[config.mk]
export PLATFORM = sky130hd
export DESIGN_NAME = wdog_top
export DESIGN_NICKNAME = d
export VERILOG_FILES = /design/src/rtl/wdog_pkg.sv /design/src/rtl/wdog_ctrl.sv /design/src/rtl/wdog_datapath.sv /design/src/rtl/wdog_top.sv
export SDC_FILE = /design/constraint.sdc
export NUM_CORES = 1
export LEC_CHECK = 0
export ABC_AREA = 1
export BUFFER_PORTS_ARGS = -buffer_cell sky130_fd_sc_hd__buf_2
export CAP_MARGIN = 20
export CORE_MARGIN = 5
export CORE_UTILIZATION = 55
export CTS_CLUSTER_DIAMETER = 50
export DETAILED_ROUTE_END_ITERATION = 16
export GPL_TIMING_DRIVEN = 0
export PLACE_DENSITY = 0.73
export SYNTH_ARGS = -nofsm -noshare
export SYNTH_HDL_FRONTEND = slang
export SYNTH_SLANG_ARGS = --single-unit
[constraint.sdc]
create_clock -name clk -period 9.06 [get_ports clk]
set_input_delay 0.906 -clock clk [delete_from_list [all_inputs] [get_ports clk]]
set_output_delay 0.906 -clock clk [all_outputs]
set_load 0.02 [all_outputs]
[src/rtl/wdog_pkg.sv]
package wdog_pkg;
  // Strobes from control to datapath, one set per cycle
  typedef struct packed {
    logic adv;   // count one step
    logic clr;   // restart count (service or config)
    logic fire;  // raise reset request and restart
  } wdStrobe_t;

  localparam logic [7:0] KEY_ARM  = 8'h55;
  localparam logic [7:0] KEY_FIRE = 8'hAA;
endpackage

[src/rtl/wdog_ctrl.sv]
module wdog_ctrl
  import wdog_pkg::*;
#(
  parameter int TICK_SH1 = 5,
  parameter int TICK_SH2 = 8,
  parameter int TICK_SH3 = 10,
  parameter int BUS_SH1  = 13,
  parameter int BUS_SH2  = 16,
  parameter int BUS_SH3  = 18,
  parameter int CNT_W    = 18
) (
  input  logic             clk,
  input  logic             rstN,
  input  logic             tickEn,
  input  logic             cfgWr,
  input  logic [1:0]       cfgTimeout,
  input  logic             cfgBusClk,
  input  logic             svcWr,
  input  logic [7:0]       svcData,
  input  logic             winEn,
  input  logic             atLast,
  input  logic             belowWin,
  output logic [CNT_W-1:0] lastCnt,
  output logic [CNT_W-1:0] winCnt,
  output wdStrobe_t        strb
);

  logic [1:0] code;
  logic       srcBus;
  logic       locked;
  logic       armed;
  logic [4:0] shSel;
  logic [CNT_W:0] fullVal;
  logic [CNT_W:0] lastWide;
  logic [CNT_W:0] winWide;
  logic enabled, cfgTake, svcDone, svcEarly, svcOk;

  // Period exponent per source and code
  always_comb begin
    unique case ({srcBus, code})
      3'b0_01: shSel = 5'(TICK_SH1);
      3'b0_10: shSel = 5'(TICK_SH2);
      3'b0_11: shSel = 5'(TICK_SH3);
      3'b1_01: shSel = 5'(BUS_SH1);
      3'b1_10: shSel = 5'(BUS_SH2);
      3'b1_11: shSel = 5'(BUS_SH3);
      default: shSel = 5'd0;
    endcase
  end

  assign fullVal  = (CNT_W+1)'(1) << shSel;
  assign lastWide = fullVal - (CNT_W+1)'(1);
  assign winWide  = fullVal - (fullVal >> 2);
  assign lastCnt  = lastWide[CNT_W-1:0];
  assign winCnt   = winWide[CNT_W-1:0];

  assign enabled  = (code != 2'b00);
  assign cfgTake  = cfgWr && !locked;
  assign svcDone  = svcWr && (svcData == KEY_FIRE) && armed;
  assign svcEarly = svcDone && enabled && winEn && srcBus && belowWin;
  assign svcOk    = svcDone && enabled && !svcEarly;

  always_comb begin
    strb.adv  = enabled && (srcBus || tickEn);
    strb.fire = svcEarly || (strb.adv && atLast && !svcOk);
    strb.clr  = svcOk || cfgTake;
  end

  // Write-once configuration and key sequencer
  always_ff @(posedge clk or negedge rstN) begin
    if (!rstN) begin
      code   <= 2'b11;
      srcBus <= 1'b0;
      locked <= 1'b0;
      armed  <= 1'b0;
    end else begin
      if (cfgTake) begin
        code   <= cfgTimeout;
        srcBus <= cfgBusClk;
        locked <= 1'b1;
      end
      if (svcWr) armed <= (svcData == KEY_ARM);
    end
  end

  // once locked, configuration never moves
  p_cfg_frozen_r9: assert property (@(posedge clk) disable iff (!rstN)
    (locked && $past(locked)) |-> ($stable(code) && $stable(srcBus)));

  // an accepted write locks the configuration
  p_cfg_locks_r9: assert property (@(posedge clk) disable iff (!rstN)
    cfgWr |=> locked);

endmodule

[src/rtl/wdog_datapath.sv]
module wdog_datapath
  import wdog_pkg::*;
#(
  parameter int CNT_W = 18
) (
  input  logic             clk,
  input  logic             rstN,
  input  wdStrobe_t        strb,
  input  logic [CNT_W-1:0] lastCnt,
  input  logic [CNT_W-1:0] winCnt,
  output logic             atLast,
  output logic             belowWin,
  output logic             rstReq,
  output logic             wdCause
);

  logic [CNT_W-1:0] cnt;

  assign atLast   = (cnt == lastCnt);
  assign belowWin = (cnt < winCnt);

  always_ff @(posedge clk or negedge rstN) begin
    if (!rstN) begin
      cnt     <= '0;
      rstReq  <= 1'b0;
      wdCause <= 1'b0;
    end else begin
      rstReq <= strb.fire;
      if (strb.fire) wdCause <= 1'b1;
      if (strb.fire || strb.clr) cnt <= '0;
      else if (strb.adv)         cnt <= cnt + 1'b1;
    end
  end

  // a request always comes with a restarted count
  p_restart_r4: assert property (@(posedge clk) disable iff (!rstN)
    rstReq |-> (cnt == '0));

  // count never passes the period limit
  p_bound_r4: assert property (@(posedge clk) disable iff (!rstN)
    cnt <= lastCnt);

  // cause flag is sticky
  p_cause_sticky_r5: assert property (@(posedge clk) disable iff (!rstN)
    wdCause |=> wdCause);

  // an advance steps by one
  p_step_r11: assert property (@(posedge clk) disable iff (!rstN)
    (strb.adv && !strb.clr && !strb.fire) |=> (cnt == $past(cnt) + 1'b1));

  // without advance the count holds
  p_hold_r11: assert property (@(posedge clk) disable iff (!rstN)
    (!strb.adv && !strb.clr && !strb.fire) |=> $stable(cnt));

endmodule

[src/rtl/wdog_top.sv]
module wdog_top
  import wdog_pkg::*;
#(
  parameter int TICK_SH1 = 5,
  parameter int TICK_SH2 = 8,
  parameter int TICK_SH3 = 10,
  parameter int BUS_SH1  = 13,
  parameter int BUS_SH2  = 16,
  parameter int BUS_SH3  = 18
) (
  input  logic       clk,
  input  logic       rstN,
  input  logic       tickEn,
  input  logic       cfgWr,
  input  logic [1:0] cfgTimeout,
  input  logic       cfgBusClk,
  input  logic       svcWr,
  input  logic [7:0] svcData,
  input  logic       winEn,
  output logic       rstReq,
  output logic       wdCause
);

  localparam int CNT_W = (BUS_SH3 > TICK_SH3) ? BUS_SH3 : TICK_SH3;

  wdStrobe_t        strb;
  logic [CNT_W-1:0] lastCnt;
  logic [CNT_W-1:0] winCnt;
  logic             atLast;
  logic             belowWin;

  wdog_ctrl #(
    .TICK_SH1(TICK_SH1), .TICK_SH2(TICK_SH2), .TICK_SH3(TICK_SH3),
    .BUS_SH1(BUS_SH1),   .BUS_SH2(BUS_SH2),   .BUS_SH3(BUS_SH3),
    .CNT_W(CNT_W)
  ) i_ctrl (
    .clk(clk), .rstN(rstN), .tickEn(tickEn),
    .cfgWr(cfgWr), .cfgTimeout(cfgTimeout), .cfgBusClk(cfgBusClk),
    .svcWr(svcWr), .svcData(svcData), .winEn(winEn),
    .atLast(atLast), .belowWin(belowWin),
    .lastCnt(lastCnt), .winCnt(winCnt), .strb(strb)
  );

  wdog_datapath #(.CNT_W(CNT_W)) i_dp (
    .clk(clk), .rstN(rstN), .strb(strb),
    .lastCnt(lastCnt), .winCnt(winCnt),
    .atLast(atLast), .belowWin(belowWin),
    .rstReq(rstReq), .wdCause(wdCause)
  );

endmodule

After elaboration in Yosys (flattened, before gate mapping)
Index checks and enable logic that the tools add are counted.
{ "totals": {"output_inout_bits": 2, "regBits": 25, "in_bits": 17, "word_cells": 44, "latchBits": 0, "mem_count": 0, "rom_bits": 0, "mem_bits_rw": 0} }
{ "op_classes": {"div_mod_pow": 0, "bitwise": 0, "n_mux": 3, "n_mul": 0, "reduce_logical": 20, "magnitude_cmp": 1, "shift": 1, "addsub": 3, "n_eq_ne": 9} }
{ "op_table": {"columns": ["operator", "n"], "rows": [
  ["18-bit 2-to-1 mux", 2],
  ["5-bit case mux with 6 select lines", 1],
  ["1-bit by 5-bit << shifter with 19-bit output, first input constant", 1],
  ["18-bit by 1-bit adder with 18-bit output, second input constant", 1],
  ["18-bit equality test", 1],
  ["18-bit less-than comparator", 1],
  ["18-bit by 1-bit subtractor with 18-bit output, second input constant", 1],
  ["18-bit by 17-bit subtractor with 18-bit output", 1],
  ["1-bit logical AND", 11],
  ["3-bit equality test, second input constant", 3],
  ["8-bit by 7-bit equality test with 1-bit output, second input constant", 1],
  ["8-bit equality test, second input constant", 1],
  ["3-bit by 2-bit equality test with 1-bit output, second input constant", 2],
  ["1-bit logical OR", 4],
  ["2-bit nonzero test", 2],
  ["3-bit by 1-bit equality test with 1-bit output, second input constant", 1],
  ["1-bit zero test", 3]
]} }

Longest topological paths before layout
{ "logic_depth": {"word_depth": 14, "ltp_mapped": 26, "mapped_depth_nobuf": 25} }

Modules after synthesis
From an unflattened synthesis, not the netlist that was laid out.
{ "hier_totals": {"cells_unflattened": 576, "hier_area_um2": 3365.7} }
{ "by_module_without_submodules": {"columns": ["mod", "cells_per_inst", "seq_area_each_um2", "area_each_um2", "n_inst"], "rows": [
  ["wdog_datapath", 295, 500.5, 1853.0, 1],
  ["wdog_ctrl", 281, 127.6, 1512.7, 1]
]} }

Worst setup path before layout
OpenSTA, ideal clock, no wires.
{ "synth_path": {"path_type": "register to register", "startpoint": "register i_ctrl.code[1]", "endpoint": "register i_dp.cnt[10]", "stages_incl_launch_ff": 26, "path_buffers": 1, "period_less_slack_ps": 3554, "required_ps": 8983, "setup_ps": 77, "slack_ps": 5506, "t_arrival_ps": 3477, "cell_sequence": "dfstp_2 -> inv_2 -> nor2_4 -> nand2_1 -> ha_1 -> a21o_1 -> o31ai_1 -> nand2_1 -> a21oi_1 -> o21bai_1 -> nand2_1 -> a21oi_1 -> ha_1 -> nand2_1 -> inv_1 -> nand3_1 -> nor2_1 -> nand3_1 -> nor2_1 -> nor2_1 -> nand2_1 -> nand4_1 -> inv_1 -> clkbuf_1 -> nand2_1 -> o21ai_1"} }
{ "synth_between": {"elab_chain_cells": 13, "word_cells_on_any_way": 28, "classes_between": "2 x add/sub; 1 x order compare; 7 x eq/ne; 1 x shift; 2 x mux; 15 x reduce/logical"} }
{ "synth_rtl": {"columns": ["item", "line_no", "source"], "rows": [
  ["from (decl)", "wdog_ctrl.sv:28", "logic [1:0] code;"],
  ["from (signal assigned)", "wdog_ctrl.sv:78", "code <= cfgTimeout;"],
  ["3-bit equality test (tied with other cells)", "wdog_ctrl.sv:40", "unique case ({srcBus, code})"],
  ["5-bit case mux with 6 select lines", "wdog_ctrl.sv:40", null],
  ["1-bit by 5-bit << shifter with 19-bit output", "wdog_ctrl.sv:51", "assign fullVal = (CNT_W+1)'(1) << shSel;"],
  ["18-bit by 17-bit subtractor with 18-bit output", "wdog_ctrl.sv:53", "assign winWide = fullVal - (fullVal >> 2);"],
  ["18-bit less-than comparator", "wdog_datapath.sv:20", "assign belowWin = (cnt < winCnt);"],
  ["1-bit logical AND", "wdog_ctrl.sv:60", "assign svcEarly = svcDone && enabled && winEn && srcBus && belowWin;"],
  ["1-bit zero test", "wdog_ctrl.sv:61", "assign svcOk = svcDone && enabled && !svcEarly;"],
  ["1-bit logical AND", "wdog_ctrl.sv:61", null],
  ["1-bit zero test", "wdog_ctrl.sv:65", "strb.fire = svcEarly || (strb.adv && atLast && !svcOk);"],
  ["1-bit logical AND", "wdog_ctrl.sv:65", null],
  ["1-bit logical OR", "wdog_ctrl.sv:65", null],
  ["1-bit logical OR", "wdog_datapath.sv:30", "if (strb.fire || strb.clr) cnt <= '0;"],
  ["18-bit 2-to-1 mux or 2-bit nonzero test (tied branches)", null, null],
  ["to (signal assigned)", "wdog_datapath.sv:31", "else if (strb.adv) cnt <= cnt + 1'b1;"],
  ["to (decl)", "wdog_datapath.sv:17", "logic [CNT_W-1:0] cnt;"]
]} }
Several ways; a longest one is shown, not always the timed one.
A chain may end at the register's enable or synchronous reset.

Worst setup path in the final report
{ "layout_path": {"startpoint": "register i_ctrl.code[1]", "endpoint": "register i_dp.cnt[6]"} }
The elaborated chain is that of the path after synthesis.

==> summary.md <==
| Metric | Value |
|---|---|
| GR Overflow Total | `0` |
| Final WL | `7966 um` |
| I/O pins | `19` |
| Vias in the first global route | `3061` |
| Buf+Inv Stages, Crit Path | `4` |
| Final setup TNS | `0 ns` |
| Post-CTS Hold Buffers | `0` |
| Crit path max-delay family | `simple AND/OR/NAND/NOR gates` |
| Initial antenna violation count | `0` |
| CTS Buf Count | `3` |
| Fin crit period | `4.538 ns` |
| Critical Path AT | `4.75 ns` |
| Routed length per instance | `13.17 um` |
| CP Max Fanout | `10` |
| DRC violations left | `0` |
| Pre-antenna DRT Iters | `7` |
| Initial cell density of the core | `0.5626` |
| Final hold vios | `0` |
| TritonCTS clock tree | `built` |
| GP Congestion | `0.9304` |
| Syn_area_per_cell | `6.297 um2` |
| Clk sinks | `25` |
| Leak pwr | `1.888 nW` |
| Yosys top cell area share | `0.1869` |
| Storage cell area | `628.1 um2` |
| Core area | `5473 um2` |
| Largest net degree at the start of global routing | `26` |
| Cells after synthesis | `489` |
| Fraction of registers with async set/reset | `1.000` |
| Fill count | `545` |
| Share of cells above drive strength 1 | `0.06567` |
| First-pass GRT wire length | `13390 um` |
| VDD IR-drop max | `107.6 uV` |
| Row count | `27` |
| Predominant post-synthesis flop cell | `dfrtp_1` |
| Pins over their slew limit | `0` |
| Slew HR | `0.6129` |
| Die ar. | `7195 um2` |
| Critical Path Source Type | `register` |
| Hold Crit Class | `register to register` |
| Pwr dens | `95.43 nW/um2` |
| Setup crit end kind | `register` |
| Mapped cell area | `3079 um2` |
| Drt initial violations | `211` |
| Synth cell types | `36` |
| Vias per cell | `5.408` |
| CTS resizes | `0` |
| DIE HEIGHT | `84.83 um` |
| PnR worst setup slack | `4.522 ns` |
| Skew-Pair Late Insertion Delay | `0.28 ns` |
| Post-route ant nets | `0` |
| Period utilization | `0.5008` |
| Slew @ Worst Pin | `0.5806 ns` |
| Antenna cell count | `0` |
| Yosys reg bits | `25` |
| Hpwl dp | `6457 um` |
| Total power | `0.3237 mW` |
| Area grow syn2layout | `10.16%` |
| # port buffers | `18` |
| CP max stage cell | `dfstp_2` |
| Outcome | `finished, final reports clean` |
| R2R Setup Slk | `4.52 ns` |
| Final Util | `0.6198` |
| Clock tree buffer depth | `2` |
| Nets@finish | `585` |
| Most used cell, CP | `nand2_1` |
| Total track usage | `0.2241` |
| Worst Skew | `0.006080 ns` |
| Top-count cell post-synth | `nand2_1` |
| Largest cells by area after synthesis | `dfrtp_1 (19%), nand2_1 (16%), ha_1 (13%)` |
| Synthesis Warnings | `0` |
| Post-synthesis sequential area ratio | `0.2040` |
| Hold slack | `0.4735 ns` |
| Max Cap Violations | `0` |
| CP Class | `register to register` |
| Clk slew on worst S/H paths | `0.10 ns` |
| Required time of the critical path | `9.27 ns` |
| Most instantiated cells after synthesis | `nand2_1 (129), inv_1 (71), nor2_1 (56)` |
| Endpoints failing setup | `0` |
| DR vias | `3272` |
| Area of the multi-input gates | `2225 um2` |
| Pre-CTS WS | `4.595 ns` |
| Post-CTS setup buffer count | `0` |
| Max incr delay on CP | `0.59 ns` |
| Number of flops mapped to enable cells by yosys | `0` |
| Yosys top cell by area | `dfrtp_1` |
| RSZ-0062 raised after global routing | `no` |
| F_max | `220.4 MHz` |
| Die Wd | `84.83 um` |
| CTS root buffer | `clkbuf_8` |
| H-tree level count | `1` |
-- metal layers --
layer	track usage	share of wire	up-vias
met3	0.01553	0.036	22
li1	-	-	1666
met5	0	0	-
met1	0.2869	0.45	1494
met2	0.4043	0.48	90
met4	0.06331	0.030	0
-- final timing paths --
check / start / endpoint / cells after the start
min in group asynchronous: rstN / i_ctrl.locked$_DFFE_PN0P_ / 1
max reg2reg: i_ctrl.code[1]$_DFFE_PN1P_ / i_dp.cnt[6]$_DFFE_PN0P_ / 25
min reg2reg: i_dp.wdCause$_DFFE_PN0P_ / i_dp.wdCause$_DFFE_PN0P_ / 1
max: i_ctrl.code[1]$_DFFE_PN1P_ / i_dp.cnt[6]$_DFFE_PN0P_ / 25
min: i_dp.wdCause$_DFFE_PN0P_ / i_dp.wdCause$_DFFE_PN0P_ / 1
max in group asynchronous: rstN / i_dp.cnt[12]$_DFFE_PN0P_ / 1
-- registers in the layout (all words and copies together) (netlist names) --
name           flops
i_dp.cnt          18
i_ctrl.code        2
i_ctrl.armed       1
i_ctrl.locked      1
i_ctrl.srcBus      1
i_dp.rstReq        1
i_dp.wdCause       1
-- cell usage in the layout, fill, tap and decap left out, types with 20 or more instances in the layout --
cell / n
nand2_1: 129
inv_1: 71
nor2_1: 56
ha_1: 33
nand3_1: 27
nand4_1: 27
xor2_1: 26
conb_1: 24
dfrtp_1: 23
a21oi_1: 22
o21ai_0: 20
-- kinds of logic after synthesis --
| kind of cell | Yosys count | share of synthesized area |
|---|---|---|
| buffers and inverters | 81 | 0.1004 |
| adder cells (fa/ha/maj) | 34 | 0.1406 |
| XOR/XNOR | 31 | 0.08818 |
| AND/OR/NAND/NOR | 254 | 0.3539 |
| flip-flops | 25 | 0.2040 |
| AO/OA/AOI/OAI | 62 | 0.1105 |
| other | 2 | 0.002439 |
-- report_power, final --
group | internal (mW) | switching (mW)
Clock | 0.0323 | 0.0386
Sequential | 0.118 | 0.0189
Combinational | 0.0470 | 0.0685
-- stage by stage --
stage               instances  area [um2]
floorplan                 511        3162
global placement          601        3342
detailed placement        601        3342
CTS                       605        3392
global route              605        3392
finish                    605        3392
-- area by class of cell --
type | instances | share of cell area
plain buffers | 7 | 0.009222
clock buffers | 3 | 0.01217
clock inverters | 1 | 0.002582
inverters | 74 | 0.08189
multi-input cells | 405 | 0.6558
flip-flops and latches | 25 | 0.1852
well taps | 72 | 0.02656
repair buffers | 18 | 0.02656
Power figures use the tool's default switching activity.
